===== config.mk =====
export PLATFORM = sky130hd
export DESIGN_NAME = serial_ctrl_regs
export DESIGN_NICKNAME = d
export VERILOG_FILES = /design/src/rtl/sctl_pkg.sv /design/src/rtl/sctl_frame.sv /design/src/rtl/sctl_regbank.sv /design/src/rtl/serial_ctrl_regs.sv
export SDC_FILE = /design/constraint.sdc
export NUM_CORES = 1
export LEC_CHECK = 0
export BUFFER_PORTS_ARGS = -buffer_cell sky130_fd_sc_hd__buf_4
export CAP_MARGIN = 10
export CORE_UTILIZATION = 62
export CTS_CLUSTER_DIAMETER = 30
export DETAILED_ROUTE_END_ITERATION = 16
export PLACE_DENSITY = 0.86
export RECOVER_POWER = 50
export SYNTH_ARGS = -nofsm -noshare
export SYNTH_HDL_FRONTEND = slang
export SYNTH_SLANG_ARGS = --single-unit

===== constraint.sdc =====
create_clock -name clk -period 4.42 [get_ports clk]
set_input_delay 0.663 -clock clk [delete_from_list [all_inputs] [get_ports clk]]
set_output_delay 0.663 -clock clk [all_outputs]
set_load 0.01 [all_outputs]

===== src/rtl/sctl_pkg.sv =====
package sctl_pkg;
  localparam int REG_DW = 9;
  localparam int REG_AW = 3;
  localparam int REG_N  = 1 << REG_AW;
  localparam int GAIN_W = 6;

  localparam int A_CFG    = 0;
  localparam int A_MUX    = 1;
  localparam int A_GAIN_R = 2;
  localparam int A_GAIN_G = 3;
  localparam int A_GAIN_B = 4;
  localparam int A_OFF_R  = 5;
  localparam int A_OFF_G  = 6;
  localparam int A_OFF_B  = 7;

  // configuration field positions
  localparam int CB_CLAMP = 6;
  localparam int CB_3CH   = 5;
  localparam int CB_CDS   = 4;
  localparam int CB_PD    = 2;
  localparam int CB_RANGE = 1;
  localparam int CB_1BYTE = 0;
  // mux field positions
  localparam int MB_ORDER = 7;
  localparam int MB_RED   = 6;
  localparam int MB_GREEN = 5;
  localparam int MB_BLUE  = 4;

  function automatic logic [REG_DW-1:0] reg_default(input int idx);
    case (idx)
      A_CFG:   return 9'h070;
      A_MUX:   return 9'h0CF;
      default: return '0;
    endcase
  endfunction

  function automatic logic [REG_DW-1:0] reg_mask(input int idx);
    if (idx >= A_GAIN_R && idx <= A_GAIN_B)
      return REG_DW'((1 << GAIN_W) - 1);
    return '1;
  endfunction
endpackage


===== src/rtl/sctl_frame.sv =====
module sctl_frame
  import sctl_pkg::*;
#(
  parameter int DATA_W = REG_DW,
  parameter int ADDR_W = REG_AW
) (
  input  logic              clk,
  input  logic              rst,
  input  logic              sclk_i,
  input  logic              sload_n_i,
  input  logic              sdata_i,
  input  logic [DATA_W-1:0] rd_data,
  output logic [ADDR_W-1:0] rd_addr,
  output logic              wr_en,
  output logic [ADDR_W-1:0] wr_addr,
  output logic [DATA_W-1:0] wr_data,
  output logic              sdata_o,
  output logic              sdata_oe_o
);
  localparam int FLEN = 1 + ADDR_W + DATA_W;
  localparam int CW   = $clog2(FLEN + 1);
  localparam logic [CW-1:0] LAST      = CW'(FLEN);
  localparam logic [CW-1:0] ADDR_DONE = CW'(ADDR_W + 1);

  logic s_sclk, d_sclk, s_ld, d_ld, s_dat;
  logic rise, fall;
  logic [CW-1:0]     cnt;
  logic [FLEN-2:0]   shreg;
  logic              rw_q;
  logic [DATA_W-1:0] rd_sh;
  logic              sdo_q, oe_q, wr_q;

  always_ff @(posedge clk) begin
    if (rst) begin
      s_sclk <= 1'b0;
      d_sclk <= 1'b0;
      s_ld   <= 1'b1;
      d_ld   <= 1'b1;
      s_dat  <= 1'b0;
    end else begin
      s_sclk <= sclk_i;
      d_sclk <= s_sclk;
      s_ld   <= sload_n_i;
      d_ld   <= s_ld;
      s_dat  <= sdata_i;
    end
  end

  assign rise = s_sclk & ~d_sclk;
  assign fall = ~s_sclk & d_sclk;

  always_ff @(posedge clk) begin
    if (rst) begin
      cnt   <= '0;
      shreg <= '0;
      rw_q  <= 1'b0;
      rd_sh <= '0;
      sdo_q <= 1'b0;
      oe_q  <= 1'b0;
      wr_q  <= 1'b0;
    end else begin
      // commit only on the strobe's rising edge after a complete write frame
      wr_q <= s_ld && !d_ld && (cnt == LAST) && !rw_q;
      if (s_ld) begin
        cnt  <= '0;
        oe_q <= 1'b0;
      end else begin
        if (rise && cnt != LAST) begin
          shreg <= {shreg[FLEN-3:0], s_dat};
          cnt   <= cnt + 1'b1;
          if (cnt == '0) rw_q <= s_dat;
        end
        if (fall && rw_q && cnt >= ADDR_DONE && cnt != LAST) begin
          oe_q <= 1'b1;
          if (cnt == ADDR_DONE) begin
            sdo_q <= rd_data[DATA_W-1];
            rd_sh <= {rd_data[DATA_W-2:0], 1'b0};
          end else begin
            sdo_q <= rd_sh[DATA_W-1];
            rd_sh <= {rd_sh[DATA_W-2:0], 1'b0};
          end
        end else if (fall && cnt == LAST) begin
          oe_q <= 1'b0;
        end
      end
    end
  end

  assign rd_addr    = shreg[ADDR_W-1:0];
  assign wr_addr    = shreg[DATA_W +: ADDR_W];
  assign wr_data    = shreg[DATA_W-1:0];
  assign wr_en      = wr_q;
  assign sdata_o    = sdo_q;
  assign sdata_oe_o = oe_q;
endmodule


===== src/rtl/sctl_regbank.sv =====
module sctl_regbank
  import sctl_pkg::*;
#(
  parameter int DATA_W = REG_DW,
  parameter int ADDR_W = REG_AW,
  localparam int NR    = 1 << ADDR_W
) (
  input  logic                 clk,
  input  logic                 rst,
  input  logic                 wr_en,
  input  logic [ADDR_W-1:0]    wr_addr,
  input  logic [DATA_W-1:0]    wr_data,
  input  logic [ADDR_W-1:0]    rd_addr,
  output logic [DATA_W-1:0]    rd_data,
  output logic [NR*DATA_W-1:0] bank_o
);
  logic [DATA_W-1:0] bank_q [NR];

  always_ff @(posedge clk) begin
    if (rst) begin
      for (int i = 0; i < NR; i++) bank_q[i] <= DATA_W'(reg_default(i));
    end else if (wr_en) begin
      bank_q[wr_addr] <= wr_data & DATA_W'(reg_mask(int'(wr_addr)));
    end
  end

  assign rd_data = bank_q[rd_addr];

  for (genvar g = 0; g < NR; g++) begin : g_flat
    assign bank_o[g*DATA_W +: DATA_W] = bank_q[g];
  end
endmodule


===== src/rtl/serial_ctrl_regs.sv =====
module serial_ctrl_regs
  import sctl_pkg::*;
#(
  parameter int DATA_W = REG_DW,
  parameter int ADDR_W = REG_AW
) (
  input  logic              clk,
  input  logic              rst,
  input  logic              sclk_i,
  input  logic              sload_n_i,
  input  logic              sdata_i,
  output logic              sdata_o,
  output logic              sdata_oe_o,
  output logic              clamp_int_o,
  output logic              three_ch_o,
  output logic              cds_en_o,
  output logic              pwr_down_o,
  output logic              range_2v_o,
  output logic              one_byte_o,
  output logic              order_rgb_o,
  output logic              sel_red_o,
  output logic              sel_green_o,
  output logic              sel_blue_o,
  output logic [3:0]        clamp_code_o,
  output logic [GAIN_W-1:0] gain_red_o,
  output logic [GAIN_W-1:0] gain_green_o,
  output logic [GAIN_W-1:0] gain_blue_o,
  output logic [DATA_W-1:0] offs_red_o,
  output logic [DATA_W-1:0] offs_green_o,
  output logic [DATA_W-1:0] offs_blue_o
);
  localparam int NR = 1 << ADDR_W;

  logic                 frame_wr;
  logic [ADDR_W-1:0]    wr_addr, rd_addr;
  logic [DATA_W-1:0]    wr_data, rd_data;
  logic [NR*DATA_W-1:0] bank_flat;
  logic [DATA_W-1:0]    cfg, mux, g_r, g_g, g_b;
  logic                 unused_bits;

  sctl_frame #(.DATA_W(DATA_W), .ADDR_W(ADDR_W)) u_frame (
    .clk(clk), .rst(rst), .sclk_i(sclk_i), .sload_n_i(sload_n_i), .sdata_i(sdata_i),
    .rd_data(rd_data), .rd_addr(rd_addr), .wr_en(frame_wr), .wr_addr(wr_addr),
    .wr_data(wr_data), .sdata_o(sdata_o), .sdata_oe_o(sdata_oe_o)
  );

  sctl_regbank #(.DATA_W(DATA_W), .ADDR_W(ADDR_W)) u_bank (
    .clk(clk), .rst(rst), .wr_en(frame_wr), .wr_addr(wr_addr), .wr_data(wr_data),
    .rd_addr(rd_addr), .rd_data(rd_data), .bank_o(bank_flat)
  );

  assign cfg = bank_flat[A_CFG*DATA_W    +: DATA_W];
  assign mux = bank_flat[A_MUX*DATA_W    +: DATA_W];
  assign g_r = bank_flat[A_GAIN_R*DATA_W +: DATA_W];
  assign g_g = bank_flat[A_GAIN_G*DATA_W +: DATA_W];
  assign g_b = bank_flat[A_GAIN_B*DATA_W +: DATA_W];

  assign clamp_int_o  = cfg[CB_CLAMP];
  assign three_ch_o   = cfg[CB_3CH];
  assign cds_en_o     = cfg[CB_CDS];
  assign pwr_down_o   = cfg[CB_PD];
  assign range_2v_o   = cfg[CB_RANGE];
  assign one_byte_o   = cfg[CB_1BYTE];
  assign order_rgb_o  = mux[MB_ORDER];
  assign sel_red_o    = mux[MB_RED];
  assign sel_green_o  = mux[MB_GREEN];
  assign sel_blue_o   = mux[MB_BLUE];
  assign clamp_code_o = mux[3:0];
  assign gain_red_o   = g_r[GAIN_W-1:0];
  assign gain_green_o = g_g[GAIN_W-1:0];
  assign gain_blue_o  = g_b[GAIN_W-1:0];
  assign offs_red_o   = bank_flat[A_OFF_R*DATA_W +: DATA_W];
  assign offs_green_o = bank_flat[A_OFF_G*DATA_W +: DATA_W];
  assign offs_blue_o  = bank_flat[A_OFF_B*DATA_W +: DATA_W];

  // reserved bits are stored and readable but drive no field
  assign unused_bits = ^{cfg[DATA_W-1:CB_CLAMP+1], cfg[3], mux[DATA_W-1:MB_ORDER+1],
                         g_r[DATA_W-1:GAIN_W], g_g[DATA_W-1:GAIN_W], g_b[DATA_W-1:GAIN_W]};
endmodule


## After elaboration in Yosys (flattened, before gate mapping)

Memories as Yosys holds them, arrays and structs flattened. A register that Yosys moved wholly into a read port is not among the register bits.
Cells that the tools add are included.

- $lt $le $gt $ge: 3
- Shift-type cells: 0
- Bitwise gates (word level): 6
- Divide/modulo/power cells: 0
- $add $sub $neg: 1
- Multiply operators: 0
- Equality and inequality tests: 3
- Muxes and demuxes: 24
- Reduce and logical (&&, ||, !) cells: 18

Operators with widths:

| operator | number |
|---|---|
| $mux 9 | 9 |
| $mux 1 | 12 |
| $and 9x9->9 | 1 |
| $logic_and 1x1->1 | 9 |
| $mux 3 | 3 |
| $reduce_or 9->1 | 1 |
| $add 4x1->4 const B | 1 |
| $eq 4x3->1 const B | 1 |
| $eq 4x4->1 const B | 1 |
| $ge 4x3->1 const B | 1 |
| $logic_not 4->1 | 1 |
| $ne 4x4->1 const B | 1 |
| $reduce_and 2->1 | 2 |
| $ge 3x2->1 const B | 1 |
| $le 3x3->1 const B | 1 |
| $not 1->1 | 3 |
| $reduce_and 3->1 | 1 |
| $and 1x1->1 | 2 |
| $logic_not 1->1 | 2 |
| $reduce_bool 2->1 | 1 |
| $reduce_or 2->1 | 1 |

- Memories: 1
- Logic and storage cells: 68
- Memory bits (writable): 72
- Bits of input ports: 5
- Output and inout bits: 61
- Bits in latches: 0
- ROM bits: 0
- Register bits after elaboration: 34

Memory list:

| name | depth | bits a word | rd ports | clocked after Yosys merged registers in | wr ports | line | text |
|---|---|---|---|---|---|---|---|
| u_bank.bank_q | 8 | 9 | 9 | 1 | 8 | sctl_regbank.sv:17 | `logic [DATA_W-1:0] bank_q [NR];` |

## Logic depth before layout (Yosys ltp)

- Word-level depth: 10
- Depth in mapped cells: 7
- Depth with buffers taken out: 5

## Hierarchy

Synthesis repeated with hierarchy kept, for this count alone.

- Cells, all modules: 362
- Area, all modules: 4908.5 um^2

Modules (own cells, without submodules):

| module | cells an instance | times used | area each (um^2) |
|---|---|---|---|
| sctl_regbank | 197 | 1 | 3316.9 |
| sctl_frame | 165 | 1 | 1591.5 |

## Least setup slack after synthesis

OpenSTA, ideal clock, no wires.

- Kind: in2reg
- Start point: in rst
- End point: mem u_bank.bank_q[2][0] (netlist name), enable pin
- Required time: 4.033 ns
- Slack: 2.127 ns
- Arrival time: 1.905 ns
- Library setup time: 0.387 ns
- Stages: 3
- Path buffers: 1
- Cells stage by stage: or3b_1 clkbuf_1 o21ai_0

RTL lines:

| element | line | text |
|---|---|---|
| start, declared | serial_ctrl_regs.sv:8 | `input logic rst,` |
| end, declared | sctl_regbank.sv:17 |  |

==> run summary <==
The post-route netlist has 11.2% of its cells at a drive strength greater than 1. In the synthesized netlist the dominant register cell turns out to be edfxtp_1. In this run the tool buffered the top-level ports with 65 buffer cells. The global-route wire length before repair came out at 17300 um.

The remaining number of nets flagged by the antenna check after routing is 0. The tool flagged a number of max-cap violations equal to 0. The worst path in the final design needs a cycle of 2.80 ns, including I/O delays and setup. No sink is reached through more buffers than the 2 on the longest clock path. The highest metal layer carrying signal wires in the routed design is met4.

The area enclosed by the die boundary is 8750 um2. The layout overhead on the synthesized area came out at 2.84%. Global routing used 27.5% of the available tracks across all layers. The total via count after detailed routing is 3338. The number of buffers inserted to repair setup after CTS came out at 0. The library cell with the largest summed area after synthesis is edfxtp_1. The violation count after the first detailed-route iteration is 338.

The later-pin clock latency in the skew report is 0.38 ns. The count of unresolved DRC violations after routing came out at 0. Of all flip-flops after synthesis, the portion carrying an async set or reset was 0%. The area of the mapped netlist came out at 5200 um2. In this run the worst path has a maximum fanout of 30. On the worst path, the slowest cell contributes a delay of 0.98 ns. The routability-driven placement congestion ratio came out at 0.867.

The H-tree depth came out at 3. After detailed routing, the met3 layer carries 747 um of wire. Detailed placement finished with a half-perimeter wire length of 7840 um. The number of register bits inferred by synthesis is 108. The die height came out at 93.5 um.

The fraction of the yosys area taken by sequential cells is 55.5%. The final setup TNS came out at 0 ns. The post-CTS resize count is 0. The cell at the root of the clock tree is clkbuf_8. Across the VDD grid, the largest voltage drop is 0.000182 V. The number of hold buffers added after CTS was 0. Yosys attributes the largest share of cell area to edfxtp_1 (42%), dfxtp_1 (14%), mux4_2 (7.8%). The run finished with clean final reports. The internal reg-to-reg setup slack is 2.15 ns. The clock arrives with 0.00488 ns of skew. After detailed routing, the total wire length is 11300 um. The worst setup path is launched from a primary input.

The standard cell core area is 8180 um2. The tightest min-delay check is of the in -> reg type. The setup path with the least slack is of type in -> reg.

At the end of the flow the core is filled with cells to 65.4%. The initial core utilization came out at 63.6%. During synthesis, Yosys emitted a total of 0 warnings.

The power density over the cells is 346 nW/um2. The average via count per standard cell is 6.14. TritonCTS built the clock tree. The cell area after layout is 5340 um2. The final-report hold violation count came out at 0. The routed wire length on met2 came out at 5470 um. For this design, the slowest cell found on the critical path is o21ai_0.

For this run, the top clock speed supported by timing is 357 MHz. The clock sink total is 108. The met1 wire length came out at 4760 um. The setup-violating endpoint count in the final report came out at 0. The worst setup path is captured at a flop. From left edge to right edge, the die measures 93.5 um.

Summed over all layers, the global routing overflow is 0. The average size of a mapped cell is 12.4 um2. The number of slew-limit violations in the final report came out at 0.

The count of distinct cell types in the synthesized netlist came out at 41. The final clock period utilization by the worst path is 63.4%. Setup repair after global routing left no endpoint under its margin. The post-detailed-placement cell area is 5370 um2. Entering global routing, the biggest net connects 31 pins. The synthesized design contains 72 enable-type register cells. The initial antenna violation count is 0. The leakage component of the power came out at 1.65 nW. The number of buffers created by CTS came out at 9. The net count of the finished layout came out at 442. Walking the worst path, the cells encountered are clkbuf_1, or3b_1, o21ai_0. The number of iterations in the first detailed-routing pass is 5. By count the netlist is led by edfxtp_1 (72), buf_4 (50), and2_1 (46). The cell row count came out at 33. edfxtp_1 is the most common cell in the netlist. The via count of the first global-routing pass is 3091. The category of cells accounting for the largest share of critical-path delay is compound AO/OA/AOI/OAI gates.

The average wire per cell in the routed design came out at 20.8 um. The number of buffers and inverters on the critical path came out at 1. The antenna diode count came out at 0.

The data arrival time at the worst-slack endpoint came out at 2.80 ns. The headroom to the max-slew limit came out at 18.8%. Counting every instance in the synthesized netlist gives 420. The clock transition at the registers of the reported paths is 0.10 ns. The top-level I/O count came out at 66.

The area share of the leading cell type in the synthesized netlist came out at 41.6%. The transition time at the pin with the least slew margin came out at 1.22 ns. The data required time at the worst endpoint came out at 4.42 ns.
## cells in the final DEF, fill, tap and decap left out, drive strengths merged, types with 2 or more instances in the layout
master	count
clkinv	3
ha	3
nand3b	3
nor2	15
inv	10
mux2i	10
edfxtp	72
nand4	12
nand4bb	2
buf	5
or3	5
nand2	18
clkbuf	73
a21oi	18
nor2b	11
and2	46
nand2b	10
or3b	2
o221ai	8
o21ai	7
nand3	7
nor3	4
dfxtp	36
mux4	18
or2	2
conb	9
o31ai	21
## per-layer routing
layer / track usage, % / vias to the layer above
met5: 0 / -
met4: 11.9 / 0
met3: 5.04 / 23
met2: 44.0 / 142
met1: 36.9 / 1664
li1: - / 1509
## kinds of logic (layout without fill, tap and decap cells)
group                    Yosys count  in the layout  share of synthesized area (%)
buffers and inverters             81             92                           9.75
other                              1              9                         0.0722
adder cells (fa/ha/maj)            3              3                          0.722
multiplexers                      28             28                           9.73
AND/OR/NAND/NOR                  141            141                           15.8
AO/OA/AOI/OAI                     58             58                           8.43
flip-flops                       108            108                           55.5
## path summary, 6_finish.rpt
| check | cells after the start | startpoint | endpoint |
|---|---|---|---|
| max | 3 | rst | u_bank.bank_q[6][2]$_SDFFCE_PN0P_ |
| min | 2 | sload_n_i | u_frame.s_ld$_SDFF_PP1_ |
| max reg2reg | 4 | u_frame.cnt[0]$_SDFFE_PP0P_ | u_frame.rd_sh[2]$_SDFFE_PP0P_ |
| min reg2reg | 2 | u_frame.s_dat$_SDFF_PP0_ | u_frame.rw_q$_SDFFE_PP0P_ |
## flip-flops by register name (all words and copies together) (netlist names), named ones only
| name | cells |
|---|---|
| u_bank.bank_q | 72 |
| u_frame.cnt | 4 |
| u_frame.d_ld | 1 |
| u_frame.d_sclk | 1 |
| u_frame.rd_sh | 8 |
| u_frame.rw_q | 1 |
| u_frame.s_dat | 1 |
| u_frame.s_ld | 1 |
| u_frame.s_sclk | 1 |
| u_frame.sdata_o | 1 |
| u_frame.sdata_oe_o | 1 |
| u_frame.shreg | 12 |
| u_frame.wr_en | 1 |
## cell type report
type / instances / area, um2
timing repair buffer: 69 / 280
sequential: 108 / 2880
fill: 632 / 2830
clock buffer: 9 / 124
clock inverter: 7 / 72.6
inverter: 7 / 26.3
multi-input combinational: 239 / 1830
tap: 105 / 131
## metrics by stage
step | cells | setup slack (ns) | power, W | hold WS, ns
after floorplan | 428 | 2.13 | 0.00124 | 0.438
final | 544 | 1.62 | 0.00185 | 0.456
after global routing | 544 | 1.50 | 0.00190 | 0.448
after CTS | 541 | 2.02 | 0.00187 | 0.450
after global placement | 525 | 1.74 | 0.00127 | 0.462
after detailed placement | 525 | 1.61 | 0.00128 | 0.479
## power breakdown
part / switching, W / internal, W / leakage (nW)
logic: 0.0000628 / 0.0000309 / 0.565
clock network: 0.000350 / 0.000266 / 0.0997
registers: 0.0000273 / 0.00111 / 0.982
total: 0.000440 / 0.00141 / 1.65
(Power assumes the default switching activity.)
